## config.mk

```make
export PLATFORM = sky130hd
export DESIGN_NAME = spi_trig_gen
export DESIGN_NICKNAME = d
export VERILOG_FILES = /design/src/rtl/trig_pkg.sv /design/src/rtl/trig_rate_div.sv /design/src/rtl/trig_sync_edge.sv /design/src/rtl/spi_trig_gen.sv
export SDC_FILE = /design/constraint.sdc
export NUM_CORES = 1
export LEC_CHECK = 0
export ABC_CLOCK_PERIOD_IN_PS = 2050
export BUFFER_PORTS_ARGS = -buffer_cell sky130_fd_sc_hd__buf_4
export CAP_MARGIN = 0
export CORE_MARGIN = 3
export CORE_UTILIZATION = 48
export CTS_CLUSTER_DIAMETER = 50
export DETAILED_ROUTE_END_ITERATION = 10
export GPL_ROUTABILITY_DRIVEN = 0
export GPL_TIMING_DRIVEN = 0
export PLACE_DENSITY = 0.78
export SLEW_MARGIN = 30
export SYNTH_ARGS = -nofsm -noshare
export SYNTH_HDL_FRONTEND = slang
export SYNTH_SLANG_ARGS = --single-unit
```

## constraint.sdc

```tcl
create_clock -name clk -period 2.05 [get_ports clk]
set_input_delay 0.41 -clock clk [delete_from_list [all_inputs] [get_ports clk]]
set_output_delay 0.41 -clock clk [all_outputs]
set_load 0.01 [all_outputs]
```

## src/rtl/trig_pkg.sv

```systemverilog
package trig_pkg;

  typedef enum logic {
    SRC_TIMER = 1'b0,
    SRC_EXT   = 1'b1
  } trig_src_e;

  // Clocks between successive pulses for a given rate word.
  function automatic int unsigned period_clocks(input int unsigned word);
    return word + 1;
  endfunction

  // Counter has run out when it reads all zeros.
  function automatic logic count_spent(input logic [31:0] cnt);
    return (cnt == 32'd0);
  endfunction

  // Rising edge of a synchronized level against its previous value.
  function automatic logic rose_now(input logic cur, input logic prev);
    return cur & ~prev;
  endfunction

endpackage

```

## src/rtl/trig_rate_div.sv

```systemverilog
module trig_rate_div
  import trig_pkg::*;
#(
  parameter int unsigned RATE_W = 16
) (
  input  logic              clk,
  input  logic              rst,
  input  logic              en,
  input  logic [RATE_W-1:0] rate,
  output logic              tick
);

  logic [RATE_W-1:0] cnt;
  logic              spent;

  assign spent = count_spent(32'(cnt));
  assign tick  = en & spent;

  always_ff @(posedge clk or posedge rst) begin
    if (rst) begin
      cnt <= '0;
    end else if (!en || spent) begin
      cnt <= rate;
    end else begin
      cnt <= cnt - 1'b1;
    end
  end

  AST_HOLD_OFF: assert property (@(posedge clk) disable iff (rst)
    !en |=> cnt == $past(rate)) else $error("counter not held");

  AST_GAP: assert property (@(posedge clk) disable iff (rst)
    (tick && rate != '0) |=> !tick) else $error("back-to-back tick");

  AST_ZERO_RATE: assert property (@(posedge clk) disable iff (rst)
    (tick && rate == '0) ##1 en |-> tick) else $error("rate 0 gap");

endmodule

```

## src/rtl/trig_sync_edge.sv

```systemverilog
module trig_sync_edge
  import trig_pkg::*;
#(
  parameter int unsigned STAGES = 2
) (
  input  logic clk,
  input  logic rst,
  input  logic din,
  output logic rise
);

  logic [STAGES-1:0] chain;
  logic              prev;

  generate
    for (genvar i = 0; i < STAGES; i++) begin : g_stage
      if (i == 0) begin : g_first
        always_ff @(posedge clk or posedge rst) begin
          if (rst) chain[0] <= 1'b0;
          else     chain[0] <= din;
        end
      end else begin : g_next
        always_ff @(posedge clk or posedge rst) begin
          if (rst) chain[i] <= 1'b0;
          else     chain[i] <= chain[i-1];
        end
      end
    end
  endgenerate

  always_ff @(posedge clk or posedge rst) begin
    if (rst) prev <= 1'b0;
    else     prev <= chain[STAGES-1];
  end

  assign rise = rose_now(chain[STAGES-1], prev);

  AST_ONE_SHOT: assert property (@(posedge clk) disable iff (rst)
    rise |=> !rise) else $error("edge detected twice");

endmodule

```

## src/rtl/spi_trig_gen.sv

```systemverilog
module spi_trig_gen
  import trig_pkg::*;
#(
  parameter int unsigned RATE_W      = 16,
  parameter bit          ASYNC_TRIG  = 1'b0,
  parameter int unsigned SYNC_STAGES = 2
) (
  input  logic              clk,
  input  logic              rst,
  input  logic              trig_en,
  input  logic [RATE_W-1:0] rate_word,
  input  logic              drdy_in,
  output logic              trig_out
);

  localparam trig_src_e SRC = ASYNC_TRIG ? SRC_EXT : SRC_TIMER;

  logic timer_tick;
  logic ext_rise;
  logic fire;

  trig_rate_div #(.RATE_W(RATE_W)) u_div (
    .clk  (clk),
    .rst  (rst),
    .en   (trig_en),
    .rate (rate_word),
    .tick (timer_tick)
  );

  trig_sync_edge #(.STAGES(SYNC_STAGES)) u_sync (
    .clk  (clk),
    .rst  (rst),
    .din  (drdy_in),
    .rise (ext_rise)
  );

  assign fire = trig_en & ((SRC == SRC_EXT) ? ext_rise : timer_tick);

  always_ff @(posedge clk or posedge rst) begin
    if (rst) trig_out <= 1'b0;
    else     trig_out <= fire;
  end

  AST_RST_QUIET: assert property (@(posedge clk)
    rst |=> !trig_out) else $error("pulse during reset");

  AST_NO_TRIG_OFF: assert property (@(posedge clk) disable iff (rst)
    !trig_en |=> !trig_out) else $error("pulse while disabled");

  AST_EXT_SINGLE: assert property (@(posedge clk) disable iff (rst)
    (SRC == SRC_EXT && trig_out) |=> !trig_out) else $error("ext pulse train");

endmodule

```

# After elaboration in Yosys (flattened, before gate mapping)
# Cells that the tools add are included.
classes:
  order_cmp: 0
  mul: 0
  n_shift: 0
  bitwise: 2
  add_sub_neg: 1
  muxes: 1
  reduce_logical: 3
  div_mod_pow: 0
  eq_ne: 0
op_table:
  columns: ["cell", "count"]
  rows:
  - ["$logic_not A16 Y1", 1]
  - ["$mux W16", 1]
  - ["$sub A16 B1 Y16 const B", 1]
  - ["$and A1 B1 Y1", 2]
  - ["$logic_not A1 Y1", 1]
  - ["$logic_or A1 B1 Y1", 1]
word_totals:
  regBits: 17
  latch_bits: 0
  input_bits: 20
  mem_bits_ro: 0
  n_memories: 0
  out_inout_bits: 1
  ramBits: 0

# Depth between registers and ports, before layout
logic_depth:
  depth_word: 3
  depth_mapped: 7

# By module
# A second synthesis with hierarchy kept.
unflattened:
  hier_cells: 98
  hier_area_um2: 1006.0
modules_own_cells:
  columns: ["mod", "cells_per_inst", "instances", "area_each_um2"]
  rows:
  - ["trig_rate_div", 95, 1, 970.9]
  - ["spi_trig_gen", 3, 1, 35.0]

# Worst setup path after synthesis
# No wires, ideal clock.
synth_timing:
  kind: "register -> register"
  from: "register u_div.cnt[0]"
  to: "register u_div.cnt[10]"
  arrival_ns: 1.849
  setup_slack_ns: 0.076
  path_stages_with_launch: 8
  period_less_slack_ns: 1.974
  cell_sequence: "dfrtp_1 -> inv_1 -> ha_1 -> nor3b_2 -> nand2_2 -> o31ai_4 -> buf_12 -> mux2_4"
synth_between:
  elab_chain_len: 3
  elab_cells_between_ends: 4
  classes_between: "add/sub: 1; mux: 1; reduce/logical: 2"
synth_lines:
  columns: ["element", "line_no", "rtl"]
  rows:
  - ["start, declared", "trig_rate_div.sv:13", "logic [RATE_W-1:0] cnt;"]
  - ["start signal, assigned", "trig_rate_div.sv:23", "cnt <= rate;"]
  - ["start signal, assigned", "trig_rate_div.sv:25", "cnt <= cnt - 1'b1;"]
  - ["parallel branches: the longest is 2 deep, another holds $sub A16 B1 Y16", null, null]
  - ["$mux W16 *", "trig_rate_div.sv:22", "end else if (!en || spent) begin"]
# Mark *: on every way between the ends.

# Worst setup path in the final report
layout_timing:
  from: "register u_div.cnt[4]"
  to: "register u_div.cnt[15]"
# Same word-level chain as after synthesis.

==> results.cfg <==
[run_status]
status = complete, no violations

[placement]
port_buffers = 19
dp_cells = 125
dp_hpwl_um = 1290
placed_area_mm2 = 0.00119

[clock_network]
cts_buffers = 3
cts_sinks = 17
cts_root_buf = clkbuf_4
clock_path_buffers = 2
clock_latency_ns = 0.30
h-tree-depth = 1
clkTransAtPathRegs_ns = 0.10
tritoncts = done
holdBufCountCts = 0

[floorplanning]
core-area_mm2 = 0.00186
io_pins = 21
die_w_um = 51.9
start_util_pct = 54.5
rows = 15
die_h_um = 51.9
die_area_mm2 = 0.00270

[setup_path]
path_class = register to register
cp-startpoint = u_div.cnt[4]
worstPathArrival_ns = 2.12
rrSetupSlack_ns = 0.12
r2r_start = u_div.cnt[4]
r2r-end = u_div.cnt[15]
start_kind = register
end_kind = register
ff2ff_path_depth = 5
cp_data_required_time_ns = 2.24
worst-path-max-fanout = 10

[final_layout]
area_growth_pct = 25.7
regArea_um2 = 425
num-fill-cells = 146
instances_no_fill = 133
nNetsFinal = 130
drive_above_1_share_pct = 48.1
finish.utilization_pct = 68.5
antennaDiodeCount = 0
multi_input_area_um2 = 573
stdcell_area_mm2 = 0.00127

[logic_synthesis]
post-synth-top-count-cell = dfrtp_1
async_flop_share_pct = 100
syn_inst = 81
synth_cell_type_count = 28
synth_fp_nets = 102
ys_ff_latch = 17
synth_top_area_share_pct = 42.0
syn_avg_cell_area_um2 = 12.5
ys.flop_type = dfrtp_1
synth_largest_area_cell = dfrtp_1
ys_seq_area_share_pct = 42.0
synth_commonest_cells = dfrtp_1 (17), xnor2_1 (11), mux2_4 (8)
synth_area_leaders = dfrtp_1 (42%), mux2_4 (12%), xnor2_1 (9.5%), mux2_2 (6.7%), nand4_1 (2.5%)
yosys_warnings = 0
synth_edf_count = 0
syn-cell-area_mm2 = 0.00101

[timing]
timing_hold_violations_final = 0
period_share_pct = 94.0
clock_skew_ns = 0.00252
maxSlewViolCount = 0
setup_viol = 0
rsz0062_at_grt = no
relSlewSlack_pct = 55.4
tightest_slew_ns = 0.669
period_needed_ns = 1.93
fmax_mhz = 519

[global_routing]
first_global_vias = 652
grt_use_total_pct = 15.4
grt.overflow.total = 0
antenna_found_initial = 0
grt_first_pass_wirelength_um = 2960
grt_start_max_net_pins = 18

[drt]
vias_per_cell = 5.25
drc_errors = 0
ant_nets = 0
wl_um = 1810
drt_iter0_markers = 10
wire_per_inst_um = 13.6
num_vias = 698
firstDrtPassIters = 4

[min_path]
min_path_type = input pin to async pin

[pwr]
p_leak_nw = 0.552
power_density_mw_per_mm2 = 656
max-vdd-ir-drop_mv = 0.361

[run]
maxCapViolCount = 0
==> per-layer routing <==
layer	track usage [%]	vias up	wire [um]
li1	-	347	-
met1	19.3	331	823
met2	22.8	15	828
met3	6.59	5	125
met4	6.55	0	28
met5	0	-	0
==> sequential cells by signal (all words and copies together) (netlist names) <==
signal / count
u_div.cnt: 16
trig_out: 1
==> how the worst max path moves through the flow <==
stage	to	cells after the start
finish	u_div.cnt[15]	5
global route	u_div.cnt[15]	7
CTS	u_div.cnt[15]	7
detailed placement	u_div.cnt[11]	7
global placement	u_div.cnt[13]	7
floorplan	u_div.cnt[10]	7
==> worst max-delay path, cell delays in order (launching register included) <==
cell,delay (ns)
dfrtp_1,0.44
nor3_4,0.40
nand2_2,0.15
o31ai_4,0.32
buf_6,0.18
mux2_2,0.33
==> cell usage in the layout (no fill, tap or decap), drive strengths merged <==
| cell type | count |
|---|---|
| nand3b | 1 |
| nor3 | 3 |
| xor2 | 2 |
| mux2i | 1 |
| and3 | 1 |
| nand3 | 3 |
| nor2 | 3 |
| or3b | 1 |
| nor3b | 1 |
| o31ai | 2 |
| nand4 | 4 |
| a21oi | 1 |
| clkbuf | 3 |
| inv | 5 |
| buf | 24 |
| ha | 1 |
| nor4b | 1 |
| xnor2 | 11 |
| clkinv | 1 |
| nand2 | 3 |
| nand2b | 1 |
| mux2 | 14 |
| dfrtp | 17 |
| nor4 | 4 |
==> report_power, final <==
| group | leakage, nW | internal [mW] | switching [mW] |
|---|---|---|---|
| sequential | 0.200 | 0.378 | 0.0672 |
| combinational | 0.334 | 0.130 | 0.0751 |
| clock | 0.0177 | 0.0728 | 0.112 |
| total | 0.552 | 0.581 | 0.254 |
==> kinds of logic (layout without fill, tap and decap cells) <==
group / Yosys count / in the layout / synth area share (%)
XOR/XNOR: 13 / 13 / 11.2
adder cells (fa/ha/maj): 1 / 1 / 1.24
AND/OR/NAND/NOR: 26 / 26 / 18.8
buffers and inverters: 6 / 33 / 3.83
flip-flops: 17 / 17 / 42.0
AO/OA/AOI/OAI: 3 / 3 / 3.34
multiplexers: 15 / 15 / 19.5
==> layout make-up <==
cell class / count / area share (%)
clock buffer: 3 / 1.77
tap: 25 / 2.46
clock inverter: 1 / 0.393
buffer: 1 / 1.57
sequential: 17 / 33.4
multi-input combinational: 58 / 45.0
inverter: 5 / 1.47
timing repair buffer: 23 / 13.9
==> timing repair <==
item                       4_1_cts  5_1_grt
resized for setup                2        3
pin swaps                        1        2
setup endpoints to repair       16       14
buffers inserted                 3        1
==> through the flow <==
step           power [mW]  setup WS (ns)  hold slack [ns]  setup TNS, ns
3_5_place_dp        0.630         -0.211            0.533          -2.16
3_3_place_gp        0.624         -0.169            0.522          -1.60
4_1_cts             0.831         0.0452            0.216              0
6_report            0.835          0.123            0.198              0
2_1_floorplan       0.574         0.0758            0.336              0
5_1_grt             0.890        0.00133            0.232              0
Power figures use the tool's default switching activity.
